===== src/rtl/wake_fwd_ctrl.sv =====
module wake_fwd_ctrl #(
  parameter int PULSE_CYC = 16,
  parameter int CODE_CYC  = 40,
  parameter int HOLD_W    = 8
) (
  input  logic              clk,
  input  logic              rst_n,
  input  logic [1:0]        remote_wake,
  input  logic [1:0]        link_up,
  input  logic              reg_wr,
  input  logic [1:0]        reg_addr,
  input  logic [HOLD_W-1:0] reg_wdata,
  input  logic              wpin_in,
  output logic              wpin_drive,
  output logic [1:0]        phy_wake,
  output logic [1:0]        pulse_req,
  output logic [1:0]        code_req
);
  localparam int LEN_MAX = (PULSE_CYC > CODE_CYC) ? PULSE_CYC : CODE_CYC;
  localparam int CW = $clog2(LEN_MAX + 1);
  localparam logic [CW-1:0] PULSE_LEN = CW'(PULSE_CYC);
  localparam logic [CW-1:0] CODE_LEN  = CW'(CODE_CYC);
  localparam int ACT_REM = 0, FWD_LINE = 1, WAKE_LOC = 2, FWD_OUT = 3;

  logic [1:0][3:0]    en;
  logic [HOLD_W-1:0]  hold_cfg, hcnt;
  logic               pin_q;
  logic [1:0]         mgmt_ev;
  logic [1:0][CW-1:0] cnt;
  logic [1:0]         is_code;
  logic               pin_rise;
  logic [1:0]         rem_ok, xfer, wake_now, line_req, busy;

  assign pin_rise = wpin_in & ~pin_q & ~wpin_drive;

  for (genvar p = 0; p < 2; p++) begin : g_port
    localparam int Q = 1 - p;
    assign rem_ok[p]    = remote_wake[p] & en[p][ACT_REM];
    assign xfer[p]      = (rem_ok[p] | mgmt_ev[p]) & en[p][FWD_OUT];
    assign wake_now[p]  = rem_ok[p] | (en[p][WAKE_LOC] & (pin_rise | xfer[Q] | mgmt_ev[p]));
    assign line_req[p]  = en[p][FWD_LINE] & (pin_rise | xfer[Q]);
    assign busy[p]      = cnt[p] != '0;
    assign pulse_req[p] = busy[p] & ~is_code[p];
    assign code_req[p]  = busy[p] & is_code[p];
  end

  always_ff @(posedge clk or negedge rst_n) begin
    if (!rst_n) begin
      en       <= '0;
      hold_cfg <= '0;
      mgmt_ev  <= '0;
      pin_q    <= 1'b0;
      phy_wake <= '0;
    end else begin
      pin_q    <= wpin_in;
      phy_wake <= wake_now;
      mgmt_ev  <= {reg_wr && reg_addr == 2'd1, reg_wr && reg_addr == 2'd0};
      if (reg_wr) begin
        case (reg_addr)
          2'd0:    en[0]    <= reg_wdata[3:0];
          2'd1:    en[1]    <= reg_wdata[3:0];
          2'd2:    hold_cfg <= reg_wdata;
          default: ;
        endcase
      end
    end
  end

  always_ff @(posedge clk or negedge rst_n) begin
    if (!rst_n) begin
      cnt     <= '0;
      is_code <= '0;
    end else begin
      for (int p = 0; p < 2; p++) begin
        if (busy[p]) begin
          cnt[p] <= cnt[p] - 1'b1;
        end else if (line_req[p]) begin
          cnt[p]     <= link_up[p] ? CODE_LEN : PULSE_LEN;
          is_code[p] <= link_up[p];
        end
      end
    end
  end

  always_ff @(posedge clk or negedge rst_n) begin
    if (!rst_n) begin
      wpin_drive <= 1'b0;
      hcnt       <= '0;
    end else if (wpin_drive) begin
      if (hcnt == '0) wpin_drive <= 1'b0;
      else            hcnt       <= hcnt - 1'b1;
    end else if (|xfer) begin
      wpin_drive <= 1'b1;
      hcnt       <= hold_cfg;
    end
  end
endmodule


===== config.mk =====
export PLATFORM = sky130hd
export DESIGN_NAME = wake_fwd_ctrl
export DESIGN_NICKNAME = d
export VERILOG_FILES = /design/src/rtl/wake_fwd_ctrl.sv
export SDC_FILE = /design/constraint.sdc
export NUM_CORES = 1
export LEC_CHECK = 0
export ABC_CLOCK_PERIOD_IN_PS = 2100
export BUFFER_PORTS_ARGS = -buffer_cell sky130_fd_sc_hd__buf_2
export CORE_ASPECT_RATIO = 1.4
export CORE_MARGIN = 3
export CORE_UTILIZATION = 50
export CTS_BUF_LIST = sky130_fd_sc_hd__clkbuf_8 sky130_fd_sc_hd__clkbuf_16
export CTS_CLUSTER_DIAMETER = 120
export DETAILED_ROUTE_END_ITERATION = 7
export HOLD_SLACK_MARGIN = 0.02
export PLACE_DENSITY_LB_ADDON = 0.25
export SYNTH_ARGS = -nofsm -noshare
export SYNTH_HDL_FRONTEND = slang
export SYNTH_SLANG_ARGS = --single-unit

===== constraint.sdc =====
create_clock -name clk -period 2.1 [get_ports clk]
set_input_delay 0.105 -clock clk [delete_from_list [all_inputs] [get_ports clk]]
set_output_delay 0.105 -clock clk [all_outputs]
set_load 0.03 [all_outputs]

**After elaboration in Yosys (flattened, before gate mapping)**

Index checks and enable logic that the tools add are counted.

- Flip-flop bits (word level): 44
- Output and inout bits: 7
- Bits of input ports: 18
- Word-level logic and storage cells: 74

- Bitwise gates (word level): 28
- Reductions and logical operators: 16
- $add $sub $neg: 3
- Mux-type cells: 12
- Eq/ne operators: 3

Operators with widths:

| kind | count |
|---|---|
| two-way mux 6 bit | 6 |
| two-way mux 8 bit | 3 |
| AND 1 bit | 14 |
| AND reduction 2 bit | 6 |
| nonzero test 6 bit | 2 |
| subtractor 6 x 1 -> 6 bit (second input constant) | 2 |
| logical NOT 8 bit | 1 |
| bitwise OR 1 bit | 8 |
| subtractor 8 x 1 -> 8 bit (second input constant) | 1 |
| NOT 1 bit | 6 |
| nonzero test 2 bit | 3 |
| two-way mux 1 bit | 3 |
| == test 2 x 1 -> 1 bit (second input constant) | 1 |
| == test 2 bit (second input constant) | 1 |
| logical AND 1 bit | 2 |
| logical NOT 2 bit | 1 |
| != test 2 bit (second input constant) | 1 |
| OR reduction 2 bit | 1 |

**Depth between registers and ports, before layout**

Gate-level depths: netlist of the first run.

- Depth in word-level cells: 7
- Mapped depth: 6
- Depth with buffers taken out: 6

**Worst setup path after synthesis of the first run**

OpenSTA, ideal clock, no wires.

- Kind: reg2reg
- Start: register wpin_drive
- End: register is_code[1]
- Data required time: 1.975 ns
- Clock period less this slack: 1.528 ns
- Arrival time: 1.403 ns
- Slack: 0.572 ns
- Stages on the path, launching flop included: 5
- Setup time: 0.125 ns
- Path buffers: 0
- Cells stage by stage: dfrtp_1 nor3b_2 a22o_2 nand2_1 mux2_4

- Longest elaborated chain between the ends: 5

RTL lines:

| element | RTL line | text |
|---|---|---|
| start: declaration | 14 | `output logic wpin_drive,` |
| start signal: assignment | 87 | `wpin_drive <= 1'b0;` |
| start signal: assignment | 90 | `if (hcnt == '0) wpin_drive <= 1'b0;` |
| start signal: assignment | 93 | `wpin_drive <= 1'b1;` |
| NOT 1 bit | 34 | `assign pin_rise = wpin_in & ~pin_q & ~wpin_drive;` |
| AND 1 bit | 34 |  |
| bitwise OR 1 bit | 41 | `assign line_req[p] = en[p][FWD_LINE] & (pin_rise \| xfer[Q]);` |
| AND 1 bit | 41 |  |
| AND reduction 2 bit (no source line) | - |  |
| end signal: indexed assignment | 79 | `is_code[p] <= link_up[p];` |
| end: declaration | 30 | `logic [1:0] is_code;` |

No other way between the ends.
A chain may end at the register's enable or synchronous reset.

**Worst setup path in the final report of the first run**

- Start: register cnt[2] (netlist bit)
- End: output port code_req[0]

- Longest elaborated chain between the ends: 2

RTL lines:

| element | RTL line | text |
|---|---|---|
| start: declaration | 29 | `logic [1:0][CW-1:0] cnt;` |
| start signal: indexed assignment | 76 | `cnt[p] <= cnt[p] - 1'b1;` |
| start signal: indexed assignment | 78 | `cnt[p] <= link_up[p] ? CODE_LEN : PULSE_LEN;` |
| nonzero test 6 bit | 42 | `assign busy[p] = cnt[p] != '0;` |
| AND 1 bit | 44 | `assign code_req[p] = busy[p] & is_code[p];` |
| end: declaration | 17 | `output logic [1:0] code_req` |

No other way between the ends.

==> key figures, run 1 <==
Status
  • Status: finished clean

Critical path
  • Launch point of the worst reg-to-reg path: en[0]
  • R2r setup slk: 0.44 ns
  • R2r endpoint: hcnt[2]
  • Required @ worst endpoint: 2.00 ns
  • FF-to-FF path depth: 4
  • Arrival @ worst endpoint: 1.76 ns
  • Crit path kind: reg -> out
  • Critical path launch point type: flip-flop
  • Critical path endpoint category: primary output
  • Largest stage delay on the critical path: 0.44 ns
  • Worst-path fanout max: 12
  • Worst path slowest cell: and3_1
  • Crit-path cells: nor3_1, and3_1, nor2b_1, buf_2

Place
  • GP Congestion: 0.894
  • Port Buffers: 24
  • Placed wire-length estimate: 3440 microns

Min path
  • Hold EP: hold_cfg[7]
  • WHS Path Cells: 2
  • Hold crit path type: in -> reg
  • Hold Crit Start: reg_wdata[7]

Route
  • DR DRC count: 0
  • Drt wl/cell: 16.3 microns
  • DR iter-0 viols: 63
  • Drt via density: 5.99
  • 1st-pass router iterations: 4
  • Final wirelength: 4380 microns
  • Vias: 1605
  • Post-route antenna net violation count: 0

GRT
  • Grt ovf: 0
  • Pin count of the biggest net entering global routing: 17
  • Number of global-route vias before repair: 1702
  • Initial antenna violation count: 0
  • Total Routing Usage GR: 19.2%
  • First-pass GRT wire length: 7510 microns

Logic synthesis
  • Syn_nets: 217
  • Cells after Synth: 193
  • Count of state elements after synthesis: 44
  • Warnings, synthesis: 0
  • Post-Syn Area: 0.00216 sq mm
  • Post-synth EDFFs: 0
  • Synth Area per Inst: 11.2 sq um
  • Ys flop type: dfrtp_1
  • Library cells used by synthesis: 43
  • Async SR Flop Fraction: 100%
  • Register area share after synthesis: 51.0%

STA
  • Relative slew slack: 67.4%
  • Final min period: 1.87 ns
  • Final Hold Vio Count: 0
  • Max Transition Viols Final: 0
  • Fmax: 535 MHz
  • Setup TNS: 0 ns
  • Final setup skew: 0.00630 ns
  • Unrepaired setup endpoints after global routing: no
  • Slew @ Worst Pin: 0.488 ns
  • Period utilisation layout: 89.0%
  • Setup violations, final: 0

Die
  • Core area: 0.00405 sq mm
  • Die width: 61.5 microns
  • Rows: 27
  • Die Area: 0.00516 sq mm
  • # IOs: 25
  • Die H: 83.8 microns
  • Starting Density: 53.3%

Pwr
  • Static Leak: 1.15 nW
  • Reg power frac: 47.0%
  • Logic pwr share: 28.2%
  • Sw Ratio: 33.0%
  • PwrDens: 1100 mW/mm^2
  • Largest vdd supply drop: 0.000576 V
  • Internal: 1.82 mW
  • P_sw: 897 uW
  • Clock network fraction of total power: 24.7%

CTS
  • Resized Gates After CTS: 0
  • H-Tree Depth: 2
  • Clk buf depth: 2
  • CTS root buffer: clkbuf_8
  • CTS tree: done
  • Num CTS Buffers: 5
  • Worst-path clk slew: 0.08 ns
  • Postcts setup bufs: 0
  • CTS Hold Bufs: 2
  • Worst skew pair latency: 0.29 ns
  • Num Clock Sinks: 44

Finish
  • Commonest non-fill, non-tap cells in the layout: dfrtp_1 (44), buf_2 (24), nor2_1 (16), mux2_2 (16), inv_1 (11)
  • Layout cell share with drive strength beyond 1: 26.2%
  • Commonest non-fill, non-tap cell in the layout: dfrtp_1
  • Layout Nets: 248
  • Layout overhead on the synthesized area: 14.2%
  • Antenna Cells: 0
  • Utilization after layout: 60.8%

Run
  • Total of max-cap violations: 0
-- routing by layer --
| metal | vias to the layer above | routed length [microns] | GRT usage, % |
|---|---|---|---|
| met3 | 7 | 156 | 3.25 |
| met4 | 0 | 109 | 9.07 |
| met1 | 796 | 1710 | 21.4 |
| li1 | 761 | - | - |
| met2 | 41 | 2400 | 33.6 |
| met5 | - | 0 | 0 |
-- layout make-up --
| class | instances | area, sq um |
|---|---|---|
| Clock buffer | 6 | 82.6 |
| Clock inverter | 2 | 38.8 |
| Fill cell | 362 | 1590 |
| Inverter | 11 | 41.3 |
| Multi-Input combinational cell | 134 | 993 |
| Sequential cell | 44 | 1100 |
| Tap cell | 43 | 53.8 |
| Timing Repair Buffer | 28 | 155 |
-- cell usage after synthesis (all sizes together) (5+ instances only) --
library cell  count  area, sq um
nand3             5         25.0
nand2             9         33.8
nor3              6         35.0
mux2             17          195
nor2             16         60.1
inv              11         41.3
o22ai             5         31.3
a22o              5         45.0
nand3b            5         37.5
o21ai             7         35.0
xnor2             5         43.8
ha                6         75.1
dfrtp            44         1100
a21oi             7         35.0
-- sequential cells by signal, summed over array words and instances (netlist names) --
name / count
phy_wake: 2
en: 8
hcnt: 8
is_code: 2
pin_q: 1
cnt: 12
wpin_drive: 1
mgmt_ev: 2
hold_cfg: 8
-- critical path: cells and delay by family (launching register included) --
kind | cells | cell delay [ns]
buf+inv | 1 | 0.19
flops | 1 | 0.42
simple gates | 3 | 0.86
-- power groups by stage --
stage          combinational, mW  clock, mW  sequential (mW)
6_report                   0.768      0.674             1.28
4_1_cts                    0.773      0.687             1.28
2_1_floorplan              0.586          0             1.25
3_3_place_gp               0.728          0             1.27
3_5_place_dp               0.766          0             1.29
5_1_grt                    0.869      0.722             1.30
-- metrics by stage --
step | setup WS (ns) | instance area (sq um) | total power, mW | hold WS (ns) | cells
final | 0.232 | 2470 | 2.72 | 0.0415 | 268
after global routing | 0.0983 | 2470 | 2.89 | 0.0302 | 268
after CTS | 0.207 | 2470 | 2.74 | 0.0314 | 268
after detailed placement | 0.466 | 2320 | 2.06 | 0.0247 | 258
after global placement | 0.526 | 2320 | 2.00 | 0.0213 | 258
after floorplan | 0.572 | 2160 | 1.83 | -0.191 | 193
-- worst max-delay path by stage --
stage,startpoint,end,slack (ns),cells after the start
5_1_grt,cnt[8],code_req[1],0.1,4
2_1_floorplan,wpin_drive,is_code[1],0.57,4
3_5_place_dp,wpin_drive,is_code[1],0.47,4
6_report,cnt[2],code_req[0],0.23,4
3_3_place_gp,wpin_drive,is_code[1],0.53,4
4_1_cts,cnt[2],code_req[0],0.21,4
-- logic make-up after synthesis --
kind of cell | synth area share (%)
buffers and inverters | 3.01
multiplexers | 9.50
AO/OA/AOI/OAI | 14.9
adder cells (fa/ha/maj) | 3.48
AND/OR/NAND/NOR | 15.3
flip-flops | 51.0
XOR/XNOR | 2.84
Power figures use the tool's default switching activity.
==> run 2: changes to the inputs <==
Settings changed: ABC_AREA from default to 1, CORE_ASPECT_RATIO 1.4 to default.
==> key figures, run 2 <==
Status
  • Status: finished clean

Finish
  • Commonest non-fill, non-tap cell in the layout: nand2_1
  • Layout filler cell count: 341 (-5.8%)
  • Utilization after layout: 63.6% (+2.8 points)
  • Max reg flops: 12 (unchanged)
  • Antenna Cells: 0 (unchanged)
  • Commonest non-fill, non-tap cells in the layout: nand2_1 (74), inv_1 (44), dfrtp_1 (44)
  • Layout Nets: 333 (+34%)
  • Finished Cell Area: 0.00265 sq mm (+7.6%)
  • Storage element area: 0.00110 sq mm (unchanged)
  • Reg with most FFs: cnt
  • Multi-input gate area: 957 sq um (-3.7%)
  • Layout cell share with drive strength beyond 1: 19.7% (-6.5 points)
  • Layout overhead on the synthesized area: 17.3%

CTS
  • Resized Gates After CTS: 0 (unchanged)
  • Clk buf depth: 2 (unchanged)
  • CTS tree: done
  • H-Tree Depth: 2 (unchanged)
  • Worst-path clk slew: 0.08 ns (about the same)
  • Num Clock Sinks: 44 (unchanged)
  • Postcts setup bufs: 0 (unchanged)
  • Worst skew pair latency: 0.30 ns (about the same)
  • CTS Hold Bufs: 7 (+5)
  • CTS root buffer: clkbuf_8
  • Num CTS Buffers: 5 (unchanged)

Logic synthesis
  • Synth area leader: dfrtp_1
  • Top post-synthesis cells by area: dfrtp_1 (49%), nand2_1 (12%), inv_1 (7.3%)
  • Cells after Synth: 273 (+41%)
  • Synth Area per Inst: 8.29 sq um (-26%)
  • Most common cell in the netlist: nand2_1
  • Post-Syn Area: 0.00226 sq mm (+4.8%)
  • Library cells used by synthesis: 26 (-40%)
  • Post-synth EDFFs: 0 (unchanged)
  • Async SR Flop Fraction: 100% (unchanged)
  • Syn_nets: 297 (+37%)
  • Top cell type's share of synthesized area: 48.7% (-2.3 points)
  • Count of state elements after synthesis: 44 (unchanged)
  • Register area share after synthesis: 48.7% (-2.3 points)
  • Warnings, synthesis: 0 (unchanged)
  • Ys flop type: dfrtp_1
  • Top post-synthesis cells by count: nand2_1 (74), dfrtp_1 (44), inv_1 (44), nor2_1 (20), o21ai_0 (20)

Pwr
  • Logic pwr share: 29.5% (+1.3 points)
  • Static Leak: 1.40 nW (+22%)
  • Largest vdd supply drop: 0.000694 V (+20%)
  • P_sw: 975 uW (+8.7%)
  • Tot Pwr: 2.90 mW (+6.5%)
  • PwrDens: 1090 mW/mm^2 (-1.0%)
  • Clock network fraction of total power: 30.6% (+5.9 points)
  • Internal: 1.92 mW (+5.4%)
  • Reg power frac: 39.9% (-7.1 points)
  • Sw Ratio: 33.6% (+0.69 points)

Die
  • Die H: 73.3 microns (-13%)
  • Die Area: 0.00537 sq mm (+4.1%)
  • Core area: 0.00417 sq mm (+2.9%)
  • # IOs: 25 (unchanged)
  • Rows: 23 (-15%)
  • Starting Density: 54.2% (+0.94 points)
  • Die width: 73.3 microns (+19%)

Critical path
  • Critical path endpoint category: primary output
  • Crit path kind: reg -> out
  • FF-to-FF path depth: 9 (+5)
  • Worst path slowest cell: dfrtp_1
  • Crit-path cells: inv_1, ha_1, nand4_2, nand2_1, inv_1, buf_2
  • Largest stage delay on the critical path: 0.37 ns (-0.07 ns)
  • Arrival @ worst endpoint: 1.56 ns (-0.20 ns)
  • Worst-path fanout max: 8 (-4)
  • Critical path launch point type: flip-flop
  • Required @ worst endpoint: 2.00 ns (about the same)
  • CP dominant cell by count: inv_1

STA
  • Unrepaired setup endpoints after global routing: no
  • Hold slack: 0.0385 ns (-0.00293 ns)
  • Period utilisation layout: 79.2% (-9.8 points)
  • Max Transition Viols Final: 0 (unchanged)
  • Final setup skew: 0.00874 ns (+0.00244 ns)
  • Relative slew slack: 63.5% (-4.0 points)
  • Final Hold Vio Count: 0 (unchanged)
  • Setup TNS: 0 ns (unchanged)
  • Setup violations, final: 0 (unchanged)
  • Slew @ Worst Pin: 0.548 ns (+0.0596 ns)
  • Fmax: 601 MHz (+12%)
  • Final min period: 1.66 ns (-0.205 ns)

Route
  • Final wirelength: 4200 microns (-4.2%)
  • DR iter-0 viols: 120 (+90%)
  • Post-route antenna net violation count: 0 (unchanged)
  • Drt via density: 4.90 (-18%)
  • DR DRC count: 0 (unchanged)
  • Drt wl/cell: 11.7 microns (-29%)
  • 1st-pass router iterations: 4 (unchanged)
  • Vias: 1765 (+10%)

GRT
  • Initial antenna violation count: 0 (unchanged)
  • Pin count of the biggest net entering global routing: 45 (+28)
  • Number of global-route vias before repair: 1717 (+0.88%)
  • First-pass GRT wire length: 7530 microns (+0.36%)
  • Total Routing Usage GR: 17.8% (-1.4 points)
  • Grt ovf: 0 (unchanged)

Place
  • Port Buffers: 24 (unchanged)
  • GP Congestion: 0.829 (-7.3%)
  • Placed Instance Area: 0.00242 sq mm (+4.3%)
  • Placed wire-length estimate: 2960 microns (-14%)

Min path
  • Hold crit path type: in -> reg
  • WHS Path Cells: 2 (unchanged)

Run
  • Total of max-cap violations: 0 (unchanged)
run 2: cell count changes after synthesis, moves of 7 or more:
cell     delta
o21ai_0    +13
nand2_1    +65
mux2_2     -12
a21oi_1     -7
inv_1      +33
nand3_1     +9
run 2: layout make-up:
class / instances / area share (%)
clock buffer: 5 / 2.59
clock inverter: 3 / 3.39
inverter: 47 / 6.65
multi-input combinational: 179 / 36.1
sequential: 44 / 41.5
tap: 50 / 2.36
timing repair buffer: 32 / 7.45
run 2: path summary, 6_finish.rpt:
kind	start	endpoint	slack (ns)
worst max-delay path	cnt[6]	code_req[1]	0.44
worst min-delay path	reg_wdata[5]	hold_cfg[5]	0.04
worst max register to register	hcnt[0]	hcnt[0]	0.56
worst min register to register	en[3]	en[3]	0.49
max in group asynchronous	rst_n	hold_cfg[2]	1.32
min in group asynchronous	rst_n	hold_cfg[6]	0.41
run 2: metrics by stage:
stage               setup WS, ns  cells
finish                     0.436    360
global route               0.263    360
CTS                        0.421    360
detailed placement         0.595    345
global placement           0.659    345
floorplan                  0.687    273
run 2: critical path, delay by kind of cell (launching register included):
kind,cells,cell delay [ns]
and+or+nand+nor,2,0.35
adders and majority gates,1,0.19
DFF,1,0.37
buffers and inverters,3,0.36
run 2: kinds of logic after synthesis:
| group | synth area share, % |
|---|---|
| AND/OR/NAND/NOR | 26.9 |
| buffers and inverters | 9.02 |
| flip-flops | 48.7 |
| AO/OA/AOI/OAI | 8.57 |
| adder cells (fa/ha/maj) | 3.32 |
| XOR/XNOR | 1.55 |
| multiplexers | 1.99 |
run 2: routing by layer:
| metal | vias to the layer above | track usage [%] | part of all wire (%) | wire [microns] |
|---|---|---|---|---|
| li1 | 928 | - | - | - |
| met1 | 794 | 23.9 | 48 | 2000 |
| met2 | 38 | 29.4 | 47 | 1960 |
| met3 | 5 | 3.42 | 4.5 | 189 |
| met4 | 0 | 4.92 | 1.0 | 44 |
| met5 | - | 0 | 0 | 0 |
run 2: power groups by stage:
stage / Clock [mW] / Sequential (mW) / Combinational [mW]
5_1_grt: 0.929 / 1.18 / 0.977
4_1_cts: 0.902 / 1.16 / 0.863
3_5_place_dp: 0 / 1.17 / 0.840
6_report: 0.888 / 1.16 / 0.855
2_1_floorplan: 0 / 1.15 / 0.691
3_3_place_gp: 0 / 1.17 / 0.822
